==> config.mk <==
export PLATFORM = sky130hd
export DESIGN_NAME = dual_slot_acc_seq
export DESIGN_NICKNAME = d
export VERILOG_FILES = /design/src/rtl/dual_slot_acc_seq.sv
export SDC_FILE = /design/constraint.sdc
export NUM_CORES = 1
export LEC_CHECK = 0
export ABC_AREA = 1
export BUFFER_PORTS_ARGS = -buffer_cell sky130_fd_sc_hd__buf_2
export CAP_MARGIN = 20
export CORE_MARGIN = 1.5
export CORE_UTILIZATION = 45
export CTS_CLUSTER_DIAMETER = 150
export CTS_CLUSTER_SIZE = 16
export DETAILED_ROUTE_END_ITERATION = 8
export GPL_ROUTABILITY_DRIVEN = 0
export MAX_ROUTING_LAYER = met4
export PLACE_DENSITY = 0.76
export SETUP_SLACK_MARGIN = 0.1
export SLEW_MARGIN = 40
export SYNTH_ARGS = -nofsm -noshare
export SYNTH_HDL_FRONTEND = slang
export SYNTH_SLANG_ARGS = --single-unit
==> constraint.sdc <==
create_clock -name clk -period 4.25 [get_ports clk]
set_input_delay 0.2125 -clock clk [delete_from_list [all_inputs] [get_ports clk]]
set_output_delay 0.2125 -clock clk [all_outputs]
set_load 0.005 [all_outputs]
==> src/rtl/dual_slot_acc_seq.sv <==
module dual_slot_acc_seq #(
  parameter int WORD_W = 40,
  parameter int OP_W = 8,
  parameter logic [7:0] OP_LOAD = 8'h01,
  parameter logic [7:0] OP_STORE = 8'h02,
  parameter logic [7:0] OP_ADD = 8'h03,
  parameter logic [7:0] OP_SUB = 8'h04,
  parameter logic [7:0] OP_JUMP = 8'h05,
  parameter logic [7:0] OP_HALT = 8'hFF,
  localparam int HALF_W = WORD_W / 2,
  localparam int ADDR_W = HALF_W - OP_W
) (
  input  logic              clk,
  input  logic              rst_n,
  output logic              mem_req,
  output logic              mem_we,
  output logic [ADDR_W-1:0] mem_addr,
  output logic [WORD_W-1:0] mem_wdata,
  input  logic [WORD_W-1:0] mem_rdata,
  input  logic              mem_ready,
  output logic              halted,
  output logic [WORD_W-1:0] acc
);

  typedef enum logic [2:0] {
    S_FADR, S_FMEM, S_SPLIT, S_DEC, S_OMEM, S_EXEC, S_NEXT, S_HALT
  } st_t;

  st_t st;
  logic [ADDR_W-1:0] pc, mar;
  logic [WORD_W-1:0] mbr, ac;
  logic [HALF_W-1:0] ir, ibr;
  logic ibr_full;

  wire [OP_W-1:0]   ir_op  = ir[OP_W-1:0];
  wire [ADDR_W-1:0] ir_adr = ir[HALF_W-1:OP_W];
  wire is_mem_op = (ir_op == OP_LOAD) || (ir_op == OP_STORE) ||
                   (ir_op == OP_ADD) || (ir_op == OP_SUB);

  assign mem_req   = (st == S_FMEM) || (st == S_OMEM);
  assign mem_we    = (st == S_OMEM) && (ir_op == OP_STORE);
  assign mem_addr  = mar;
  assign mem_wdata = ac;
  assign halted    = (st == S_HALT);
  assign acc       = ac;

  always_ff @(posedge clk) begin
    if (!rst_n) begin
      st <= S_FADR;
      pc <= '0;
      mar <= '0;
      mbr <= '0;
      ir <= '0;
      ibr <= '0;
      ibr_full <= 1'b0;
      ac <= '0;
    end else begin
      case (st)
        S_FADR: begin
          mar <= pc;
          st <= S_FMEM;
        end
        S_FMEM: if (mem_ready) begin
          mbr <= mem_rdata;
          st <= S_SPLIT;
        end
        S_SPLIT: begin
          ir <= mbr[HALF_W-1:0];
          ibr <= mbr[WORD_W-1:HALF_W];
          ibr_full <= 1'b1;
          st <= S_DEC;
        end
        S_DEC: begin
          if (ir_op == OP_HALT) st <= S_HALT;
          else if (ir_op == OP_JUMP) begin
            pc <= ir_adr;
            ibr_full <= 1'b0;
            st <= S_FADR;
          end else if (is_mem_op) begin
            mar <= ir_adr;
            st <= S_OMEM;
          end else st <= S_NEXT;
        end
        S_OMEM: if (mem_ready) begin
          if (ir_op == OP_STORE) st <= S_NEXT;
          else begin
            mbr <= mem_rdata;
            st <= S_EXEC;
          end
        end
        S_EXEC: begin
          case (ir_op)
            OP_LOAD: ac <= mbr;
            OP_ADD:  ac <= ac + mbr;
            OP_SUB:  ac <= ac - mbr;
            default: ac <= ac;
          endcase
          st <= S_NEXT;
        end
        S_NEXT: begin
          if (ibr_full) begin
            ir <= ibr;
            ibr_full <= 1'b0;
            st <= S_DEC;
          end else begin
            pc <= pc + 1'b1;
            st <= S_FADR;
          end
        end
        default: st <= S_HALT;
      endcase
    end
  end

  AST_REQ_HOLD: assert property (@(posedge clk) disable iff (!rst_n)
    mem_req && !mem_ready |=> mem_req && $stable(mem_addr) && $stable(mem_we) && $stable(mem_wdata));
  AST_WE_WITH_REQ: assert property (@(posedge clk) disable iff (!rst_n)
    mem_we |-> mem_req);
  AST_HALT_STICKY: assert property (@(posedge clk) disable iff (!rst_n)
    halted |=> halted && $stable(ac));
  AST_HALT_QUIET: assert property (@(posedge clk) disable iff (!rst_n)
    halted |-> !mem_req);
  AST_AC_ONLY_EXEC: assert property (@(posedge clk) disable iff (!rst_n)
    st != S_EXEC |=> $stable(ac));
  AST_PC_HOLD_MID: assert property (@(posedge clk) disable iff (!rst_n)
    st == S_NEXT && ibr_full |=> $stable(pc));
  AST_JUMP_FETCH: assert property (@(posedge clk) disable iff (!rst_n)
    st == S_DEC && ir_op == OP_JUMP && ir_op != OP_HALT |=>
      st == S_FADR && !ibr_full && pc == $past(ir_adr));

endmodule

==> results of run 1 <==
## kinds of logic (layout without fill, tap and decap cells)
logic type	count (synthesis)	in the layout	synth area share, %
simple gates	724	724	28.7
xor+xnor	53	53	4.44
fa+ha+maj	42	42	5.10
flops	148	148	28.3
mux	1	1	0.108
compound gates	396	396	20.0
buf+inv	312	384	13.4
## routing by layer
layer | wire length (um) | share of wire [%]
met1 | 14000 | 44
met2 | 14200 | 45
met3 | 2190 | 6.8
met4 | 1570 | 4.9
met5 | 0 | 0
## synth_stat cells (12+ instances only)
cell type and n:
nor2_1 175, inv_1 194, xor2_1 41, a21oi_1 174
buf_4 44, o21ai_0 149, nor3_1 15, nand3_1 68
dfxtp_1 148, o21ai_1 24, ha_1 41, inv_2 15
buf_2 21, a31oi_1 28, clkbuf_1 32, nand2_1 413
xnor2_1 12
## state kept, by name, summed over array words and instances, names as in the netlist
signal    flops
mem_addr     12
pc           12
ir           20
acc          40
ibr          20
st            3
mbr          40
ibr_full      1
## power groups by stage
stage / combinational (mW) / clock, mW / sequential (mW)
floorplan: 3.32 / 0 / 1.92
global placement: 4.15 / 0 / 2.03
detailed placement: 4.21 / 0 / 2.03
CTS: 4.25 / 1.52 / 2.01
global route: 4.83 / 1.57 / 2.05
finish: 4.35 / 1.51 / 2.02
## cells in the final DEF (no fill, tap or decap), types with 3 or more instances in the layout
cell type,Yosys,layout
a21oi_2,3,3
inv_6,0,5
clkbuf_16,0,17
inv_8,0,4
nor2_1,175,174
clkinvlp_4,0,3
and2_1,3,3
nand3_1,68,68
nor3_1,15,15
buf_2,21,137
nand2_2,5,6
nor4_1,8,8
buf_4,44,4
clkinv_8,0,3
inv_2,15,14
nor2_2,10,11
dfxtp_1,148,148
nand4_1,10,10
nand3_2,3,3
o21ai_1,24,24
xor2_1,41,41
ha_1,41,41
xnor2_1,12,12
a21oi_1,174,174
o21ai_2,4,4
o21ai_0,149,149
or2_2,4,4
a31oi_1,28,28
nand2_1,413,411
o211ai_1,6,6
inv_1,194,194
## layout make-up
cell class	count	area share [%]
multi-input combinational	1216	53.0
sequential	148	25.7
inverter	210	6.86
timing repair buffer	142	6.30
clock buffer	17	3.69
tap	285	3.09
clock inverter	15	1.39
## stage by stage
stage / instance area, um^2 / setup WS [ps]
2_1_floorplan: 10500 / 1420
3_3_place_gp: 10900 / 773
3_5_place_dp: 10900 / 704
4_1_cts: 11500 / 662
5_1_grt: 11500 / 129
6_report: 11500 / 518
## tightest hold or removal path, cell delays in order
cell	delay (ps)
buf_2	80
o21ai_1	80
nor2_1	80
## how the worst min path moves through the flow
stage,from,endpoint,slack [ps],cells after the start
global route,mem_rdata[4],mbr[4]$_SDFFE_PN0P_,40,3
global placement,pc[10]$_SDFFE_PN0P_,pc[10]$_SDFFE_PN0P_,450,2
detailed placement,pc[10]$_SDFFE_PN0P_,pc[10]$_SDFFE_PN0P_,460,2
CTS,mem_rdata[38],mbr[38]$_SDFFE_PN0P_,30,3
floorplan,mem_rdata[11],mbr[11]$_SDFFE_PN0P_,360,2
finish,mem_rdata[4],mbr[4]$_SDFFE_PN0P_,40,3
==> reports/qor.txt, run 1 <==
status -> complete, no violations
filler instances -> 2257
clk_skew -> 11.6 ps
mapped cell area -> 10500 um^2
die footprint -> 24200 um^2
Max Slew Vio Count -> 0
Fin Hold WS -> 37.5 ps
Sw Pwr -> 3.99 mW
cell at the root of the clock tree -> clkbuf_16
DRT iter0 DRCs -> 1053
clk slew on worst S/H paths -> 70 ps
Avg Inst Size Synth -> 6.24 um^2
DPL Wire Length -> 23900 um
Max Freq -> 268 MHz
Tmin final -> 3730 ps
setup TNS -> 0 ps
grt met1 use -> 34.2%
die width -> 155 um
area taken by multi-input logic gates -> 6110 um^2
CP max stage cell -> inv_2
wire per inst -> 15.7 um
initial antenna violation count -> 0
YS warnings -> 0
vias in the first global route -> 10100
area leader, netlist -> dfxtp_1
postcts setup bufs -> 0
Post-CTS Resized -> 0
Initial Util -> 46.1%
Unique masters post-synth -> 45
Worst path max stage delay -> 400 ps
max_slew headroom -> 51.2%
met2 usage -> 41.9%
VDD IR max -> 0.000447 V
CTS H-tree lvls -> 4
Worst path depth -> 21
CP delay by family, top -> simple AND/OR/NAND/NOR gates
grt ovf -> 0
grt met3 use -> 3.62%
Total GRT Usage -> 27.0%
via count -> 11300
Slew @ Worst Pin -> 731 ps
EDFF count, synth -> 0
Clock Latency Late Sink -> 440 ps
hold_buf cts -> 0
CTS max path bufs -> 2
antenna-violating nets left -> 0
CTS Buf Count -> 17
final hold violations -> 0
vias per cell -> 5.54
Reg2Reg Setup Slack -> 520 ps
core area -> 22700 um^2
Comb pwr share -> 55.2%
Mapped Cells -> 1676
Worst Path Arrival -> 4090 ps
Buffers on Ports -> 137
Seq/Total Area, Yosys -> 28.3%
final critical-path share of the clock period -> 87.8%
P_int -> 3.89 mW
worst reg2reg startpoint -> ir[6]$_SDFFE_PN0P_
asr flop ratio synth -> 0%
synthesis-to-finish area growth -> 10.3%
R2R Path End -> acc[33]$_SDFFE_PN0P_
#FFs+latches synth -> 148
CP Cell Sequence -> inv_1, nand4_1, inv_2, nand2_2, inv_2, o21ai_1, a21oi_2, o21ai_1, nor2_1, xor2_1, ha_1, nand2_1, nor2_1, nand2_1, nor3_1, nand2_1, nand2_1, nand2_1, nand3_1, nand2_1, a21oi_1
static leakage -> 5.57 nW
FF-to-FF path depth -> 21
fin cells -> 2033
Crit. Startpoint -> ir[6]$_SDFFE_PN0P_
TritonCTS clock tree -> done
Pre-antenna DRT Iters -> 5
power per standard cell area -> 683 nW/um^2
placed insts -> 2001
antenna cells -> 0
global-route wire length before repair -> 50600 um
clock share of power -> 19.1%
Buf/Inv on CP -> 3
Tot Pwr -> 7.88 mW
Setup crit end -> acc[33]$_SDFFE_PN0P_
CP max FO -> 24
Top cell by count, worst path -> nand2_1
Net Sw Frac -> 50.7%
Synth top area share -> 28.3%
row cnt -> 55
layout cells sized above 1 -> 13.1%
WS Path Type -> flip-flop to flip-flop
GR peak layer -> met2
Layout Utilization -> 50.8%
most used flip-flop cell after synthesis -> dfxtp_1
clk sink count -> 148
Routed Wire Length -> 32000 um
chip height -> 155 um
top post-synthesis cells by area -> dfxtp_1 (28%), nand2_1 (15%), a21oi_1 (8.3%), o21ai_0 (7.1%), inv_1 (7.0%)
unrepaired setup endpoints after global routing -> false
max cap viols -> 0
Reg area -> 2960 um^2
Crit path required time -> 4610 ps
largest net degree at the start of global routing -> 123
CP Launch Type -> flip-flop
worst hold path type -> primary input to flip-flop
part of the power in registers -> 25.6%
# nets final -> 1820
Residual DRC -> 0
Mapped Nets -> 1761
# setup viols final -> 0
I/O Pins -> 138
crit end category -> flip-flop
No activity file was read; power rests on OpenSTA's default activity.
==> run 2: changes to the inputs <==
--- a/config.mk
+++ b/config.mk
@@ -9,13 +9,13 @@
 export BUFFER_PORTS_ARGS = -buffer_cell sky130_fd_sc_hd__buf_2
 export CAP_MARGIN = 20
 export CORE_MARGIN = 1.5
-export CORE_UTILIZATION = 45
+export CORE_UTILIZATION = 55
 export CTS_CLUSTER_DIAMETER = 150
 export CTS_CLUSTER_SIZE = 16
 export DETAILED_ROUTE_END_ITERATION = 8
 export GPL_ROUTABILITY_DRIVEN = 0
 export MAX_ROUTING_LAYER = met4
-export PLACE_DENSITY = 0.76
+export PLACE_DENSITY = 0.88
 export SETUP_SLACK_MARGIN = 0.1
 export SLEW_MARGIN = 40
 export SYNTH_ARGS = -nofsm -noshare
==> constraint.sdc (replaced) <==
create_clock -name clk -period 3.7 [get_ports clk]
set_input_delay 0.185 -clock clk [delete_from_list [all_inputs] [get_ports clk]]
set_output_delay 0.185 -clock clk [all_outputs]
set_load 0.005 [all_outputs]
==> run 2 against run 1 <==
Sequential cell count unchanged. Critical endpoint unchanged. Core utilization increased by 12 points. First-iteration DRC count increased by 28%. Hold slack got worse by 34 ps.
==> reports/qor.txt, run 2 (synthesis results as in run 1) <==
status -> complete, no violations
fin cells -> 1997
cell at the root of the clock tree -> clkbuf_16
Reg area -> 2960 um^2
antenna-violating nets left -> 0
clk_skew -> 8.84 ps
Top cell by count, worst path -> nand2_1
CP Launch Type -> flip-flop
wire per inst -> 16.1 um
clk slew on worst S/H paths -> 60 ps
Sw Pwr -> 4.60 mW
Buf/Inv on CP -> 1
synthesis-to-finish area growth -> 11.6%
Max Slew Vio Count -> 0
die footprint -> 19900 um^2
VDD IR max -> 0.000613 V
filler instances -> 1623
Tmin final -> 3400 ps
# setup viols final -> 0
die width -> 141 um
unrepaired setup endpoints after global routing -> true
Comb pwr share -> 57.3%
grt ovf -> 0
endpoint with the worst hold slack -> mbr[4]$_SDFFE_PN0P_
core area -> 18700 um^2
CP delay by family, top -> simple AND/OR/NAND/NOR gates
Buffers on Ports -> 137
antenna cells -> 0
DRT iter0 DRCs -> 1353
Residual DRC -> 0
layout cells sized above 1 -> 14.9%
vias per cell -> 5.82
final hold violations -> 0
TritonCTS clock tree -> done
Max Freq -> 294 MHz
area taken by multi-input logic gates -> 6210 um^2
DRT met1 WL -> 12700 um
global-route wire length before repair -> 50400 um
Clock Latency Late Sink -> 430 ps
CTS Buf Count -> 17
Placed Area -> 11000 um^2
static leakage -> 5.67 nW
Crit path required time -> 4050 ps
CP max stage cell -> ha_1
CTS H-tree lvls -> 4
largest net degree at the start of global routing -> 91
crit end category -> flip-flop
initial antenna violation count -> 0
WL met2 -> 14100 um
Routed Wire Length -> 32200 um
Worst path max stage delay -> 390 ps
P_int -> 4.63 mW
worst reg2reg startpoint -> mbr[0]$_SDFFE_PN0P_
DPL Wire Length -> 23500 um
Worst Path Arrival -> 3750 ps
Reg2Reg Setup Slack -> 300 ps
FF-to-FF path depth -> 21
I/O Pins -> 138
most frequent cells in the layout -> nand2_1 (408), inv_1 (192), nor2_1 (170), a21oi_1 (169), o21ai_0 (149)
vias in the first global route -> 10300
worst hold path type -> primary input to flip-flop
part of the power in registers -> 24.6%
Total GRT Usage -> 32.7%
clock share of power -> 18.1%
CP max FO -> 4
placed insts -> 1963
via count -> 11600
hold path depth -> 3
row cnt -> 50
Fin Hold WS -> 3.11 ps
WS Path Type -> flip-flop to flip-flop
setup TNS -> 0 ps
CTS max path bufs -> 2
final critical-path share of the clock period -> 92.0%
R2R Path End -> acc[33]$_SDFFE_PN0P_
most common cell after layout, fill and taps aside -> nand2_1
Net Sw Frac -> 49.8%
clk sink count -> 148
max_slew headroom -> 49.4%
chip height -> 141 um
met3 wire len -> 3400 um
power per standard cell area -> 790 nW/um^2
# nets final -> 1835
Pre-antenna DRT Iters -> 8
CP Cell Sequence -> inv_2, ha_4, nand3_2, nor2_4, nand2_2, o21ai_4, nand2_2, nor2_4, o21ai_2, xor2_1, ha_1, nand2_1, nor2_2, nand2_1, nor3_1, nand2_1, nand2_1, nand2_1, nand3_1, nand2_1, a21oi_1
highest metal used -> met4
HP Start -> mem_rdata[4]
design area -> 11700 um^2
max cap viols -> 0
Slew @ Worst Pin -> 758 ps
Initial Util -> 55.9%
[run 2: changes by cell type in the layout (fill, tap and decap cells not counted), moves of 4 or more]
cell and delta:
buf_4 +14, a21oi_1 -5, a21oi_2 +5, clkinv_4 +5, clkbuf_8 +4, nand2_2 +4, nor2_1 -4
[run 2: tightest hold or removal path, cell delays in order]
cell	delay (ps)
buf_2	80
o21ai_1	60
nor2_1	80
[run 2: per-layer routing]
metal | vias to the layer above | track usage, %
met5 | - | -
met4 | 0 | 19.0
met3 | 163 | 6.18
met2 | 734 | 49.8
met1 | 5165 | 40.6
li1 | 5552 | -
[run 2: cell type report]
class                           count  area share [%]
Multi-Input combinational cell   1216            53.2
Tap cell                          234            2.51
Clock buffer                       21            4.11
Sequential cell                   148            25.4
Inverter                          210            6.79
Clock inverter                     11           0.782
Timing Repair Buffer              157            7.21
[run 2: worst max-delay path by stage]
| stage | end | cells after the start | start |
|---|---|---|---|
| final | acc[33]$_SDFFE_PN0P_ | 21 | mbr[0]$_SDFFE_PN0P_ |
| after global routing | acc[35]$_SDFFE_PN0P_ | 23 | mbr[0]$_SDFFE_PN0P_ |
| after CTS | acc[37]$_SDFFE_PN0P_ | 22 | mbr[0]$_SDFFE_PN0P_ |
| after detailed placement | acc[37]$_SDFFE_PN0P_ | 22 | mbr[0]$_SDFFE_PN0P_ |
| after global placement | acc[37]$_SDFFE_PN0P_ | 22 | mbr[0]$_SDFFE_PN0P_ |
| after floorplan | acc[39]$_SDFFE_PN0P_ | 22 | mbr[0]$_SDFFE_PN0P_ |
[run 2: per-stage QoR]
step / total power, mW / util [%] / setup slack, ps
finish: 9.22 / 62.4 / 297
global route: 9.83 / 62.4 / 67.4
CTS: 8.91 / 61.8 / 114
detailed placement: 7.20 / 58.6 / 187
global placement: 7.08 / 58.6 / 324
floorplan: 6.02 / - / 866
[run 2: repair_timing]
item / CTS / global route
gates resized for setup: 0 / 29
buffers inserted: 0 / 1
hold buffers: 1 / 0
setup endpoints to repair: 0 / 16
endpoints found under the hold margin: 1 / 0
[run 2: power groups by stage]
| stage | registers [mW] | logic, mW | clock network (mW) |
|---|---|---|---|
| finish | 2.27 | 5.29 | 1.67 |
| global route | 2.30 | 5.78 | 1.75 |
| CTS | 2.25 | 4.99 | 1.67 |
| detailed placement | 2.28 | 4.93 | 0 |
| global placement | 2.26 | 4.81 | 0 |
| floorplan | 2.21 | 3.81 | 0 |
==> run 3: changes to the inputs <==
--- a/config.mk
+++ b/config.mk
@@ -9,14 +9,15 @@
 export BUFFER_PORTS_ARGS = -buffer_cell sky130_fd_sc_hd__buf_2
 export CAP_MARGIN = 20
 export CORE_MARGIN = 1.5
-export CORE_UTILIZATION = 55
+export CORE_UTILIZATION = 35
 export CTS_CLUSTER_DIAMETER = 150
 export CTS_CLUSTER_SIZE = 16
 export DETAILED_ROUTE_END_ITERATION = 8
 export GPL_ROUTABILITY_DRIVEN = 0
 export MAX_ROUTING_LAYER = met4
-export PLACE_DENSITY = 0.88
+export PLACE_DENSITY = 0.64
 export SETUP_SLACK_MARGIN = 0.1
+export SKIP_CTS_REPAIR_TIMING = 1
 export SLEW_MARGIN = 40
 export SYNTH_ARGS = -nofsm -noshare
 export SYNTH_HDL_FRONTEND = slang
==> run 3 against run 2 <==
The run now ends with hold timing left. Power rose by 1.8%. Sequential power barely moved. Fmax barely moved. Non-clock buffer count rose by 2. Critical path depth rose by 1. Setup slack got worse by 0.99 ps. First-iteration DRC count fell by 18%. Sequential cell count did not move. Sequential share of layout area fell by 0.50 points. Critical path type unchanged.
==> reports/qor.txt, run 3 (synthesis results as in run 1) <==
core area -> 29600 um^2
Tmin final -> 3400 ps
most frequent cells in the layout -> nand2_1 (409), inv_1 (192), nor2_1 (171), a21oi_1 (169)
part of the power in registers -> 24.2%
clock share of power -> 20.7%
vias per cell -> 5.20
die footprint -> 30900 um^2
hold path depth -> 3
# nets final -> 1837
CP Cell Sequence -> inv_2, ha_4, nand3_2, nor2_2, nand2_2, nand2_1, o21ai_1, a21oi_2, o21ai_2, nor2_1, xor2_1, ha_1, a21oi_1, o21ai_0, nand2_1, nand2_1, a21oi_1, nand2_1, nand2_1, nand3_1, nand2_1, a21oi_1
grt ovf -> 0
Top cell by count, worst path -> nand2_1
Initial Util -> 35.4%
P_int -> 4.82 mW
power per standard cell area -> 788 nW/um^2
Net Sw Frac -> 48.7%
TritonCTS clock tree -> done
final hold violations -> 1
die width -> 176 um
DPL Wire Length -> 26300 um
most common cell after layout, fill and taps aside -> nand2_1
Buffers on Ports -> 137
initial antenna violation count -> 0
worst reg2reg startpoint -> mbr[0]$_SDFFE_PN0P_
max_slew headroom -> 50.3%
I/O Pins -> 138
Worst path max stage delay -> 350 ps
CTS max path bufs -> 2
max cap viols -> 0
clk_skew -> 16.1 ps
status -> complete, but fails checks
antenna-violating nets left -> 0
CP max FO -> 4
static leakage -> 5.71 nW
clk sink count -> 148
Crit path required time -> 4010 ps
CTS Buf Count -> 17
DRT iter0 DRCs -> 1103
wire per inst -> 15.9 um
CP max stage cell -> dfxtp_1
Residual DRC -> 0
layout cells sized above 1 -> 14.8%
Layout Utilization -> 40.3%
chip height -> 176 um
cell at the root of the clock tree -> clkbuf_16
Reg2Reg Setup Slack -> 300 ps
setup TNS -> 0 ps
Max Freq -> 294 MHz
Clock Latency Late Sink -> 440 ps
Crit. Startpoint -> mbr[0]$_SDFFE_PN0P_
row cnt -> 63
violated checks -> hold timing
area taken by multi-input logic gates -> 6180 um^2
FF-to-FF path depth -> 22
via count -> 11200
Sw Pwr -> 4.57 mW
antenna cells -> 0
VDD IR max -> 0.000344 V
Routed Wire Length -> 34200 um
synthesis-to-finish area growth -> 13.9%
worst hold path type -> primary input to flip-flop
Total GRT Usage -> 22.3%
vias in the first global route -> 9987
Max Slew Vio Count -> 0
clk slew on worst S/H paths -> 70 ps
Reg area -> 2960 um^2
# setup viols final -> 0
Pre-antenna DRT Iters -> 6
filler instances -> 3182
Worst Path Arrival -> 3710 ps
global-route wire length before repair -> 52600 um
Setup crit end -> acc[37]$_SDFFE_PN0P_
Slew @ Worst Pin -> 745 ps
Comb pwr share -> 55.0%
unrepaired setup endpoints after global routing -> true
R2R Path End -> acc[37]$_SDFFE_PN0P_
crit end category -> flip-flop
final critical-path share of the clock period -> 92.0%
CP Launch Type -> flip-flop
largest net degree at the start of global routing -> 78
Fin Hold WS -> -3.81 ps
WS Path Type -> flip-flop to flip-flop
CTS H-tree lvls -> 4
## run 3: cell count changes in the layout (fill, tap and decap cells not counted), moves of 2 or more
cell,change
clkinv_4,-5
buf_4,+4
bufinv_16,+4
clkbuf_8,-4
inv_8,+3
clkinv_2,-2
clkinvlp_4,+2
nand3_1,-2
nand3_2,+2
## run 3: power groups by stage
| stage | registers (mW) | logic, mW | clock network [mW] |
|---|---|---|---|
| finish | 2.28 | 5.17 | 1.95 |
| global route | 2.32 | 5.75 | 2.02 |
| CTS | 2.27 | 4.99 | 1.96 |
| detailed placement | 2.30 | 4.97 | 0 |
| global placement | 2.29 | 4.93 | 0 |
| floorplan | 2.21 | 3.81 | 0 |
## run 3: how the worst min path moves through the flow
stage | start | to | slack, ps
2_1_floorplan | mem_rdata[11] | mbr[11]$_SDFFE_PN0P_ | 330
3_3_place_gp | mem_rdata[17] | mbr[17]$_SDFFE_PN0P_ | 440
3_5_place_dp | mem_rdata[17] | mbr[17]$_SDFFE_PN0P_ | 440
4_1_cts | mem_rdata[17] | mbr[17]$_SDFFE_PN0P_ | -10
5_1_grt | mem_rdata[17] | mbr[17]$_SDFFE_PN0P_ | 20
6_report | mem_rdata[17] | mbr[17]$_SDFFE_PN0P_ | -4
## run 3: worst max-delay path: cells and delay by family, from the launching register on
kind / cells / cell delay [ps]
AND/OR/NAND/NOR: 11 / 1070
adder cells (fa/ha/maj): 2 / 480
XOR/XNOR: 1 / 210
AO/OA/AOI/OAI: 7 / 1080
buffers and inverters: 1 / 100
flip-flops: 1 / 350
## run 3: layer usage
metal | vias to the layer above | GRT usage, % | routed length (um)
li1 | 5544 | - | -
met1 | 5139 | 29.0 | 15600
met2 | 448 | 35.0 | 15400
met3 | 67 | 3.42 | 2280
met4 | 0 | 7.66 | 1010
met5 | - | - | 0
## run 3: through the flow
step           cells  cell area, um^2  total power [mW]  worst slack, ps
2_1_floorplan   1676            10500              6.02              866
3_3_place_gp    2121            11200              7.22              258
3_5_place_dp    2121            11200              7.27              204
4_1_cts         2153            11800              9.22              177
5_1_grt         2155            11900              10.1             74.5
6_report        2155            11900              9.39              297
## run 3: area by class of cell
cell class | count | share of cell area [%]
clock buffers | 18 | 3.60
clock inverters | 14 | 1.78
inverters | 210 | 6.63
multi-input cells | 1216 | 51.9
flip-flops and latches | 148 | 24.9
well taps | 390 | 4.10
repair buffers | 159 | 7.14
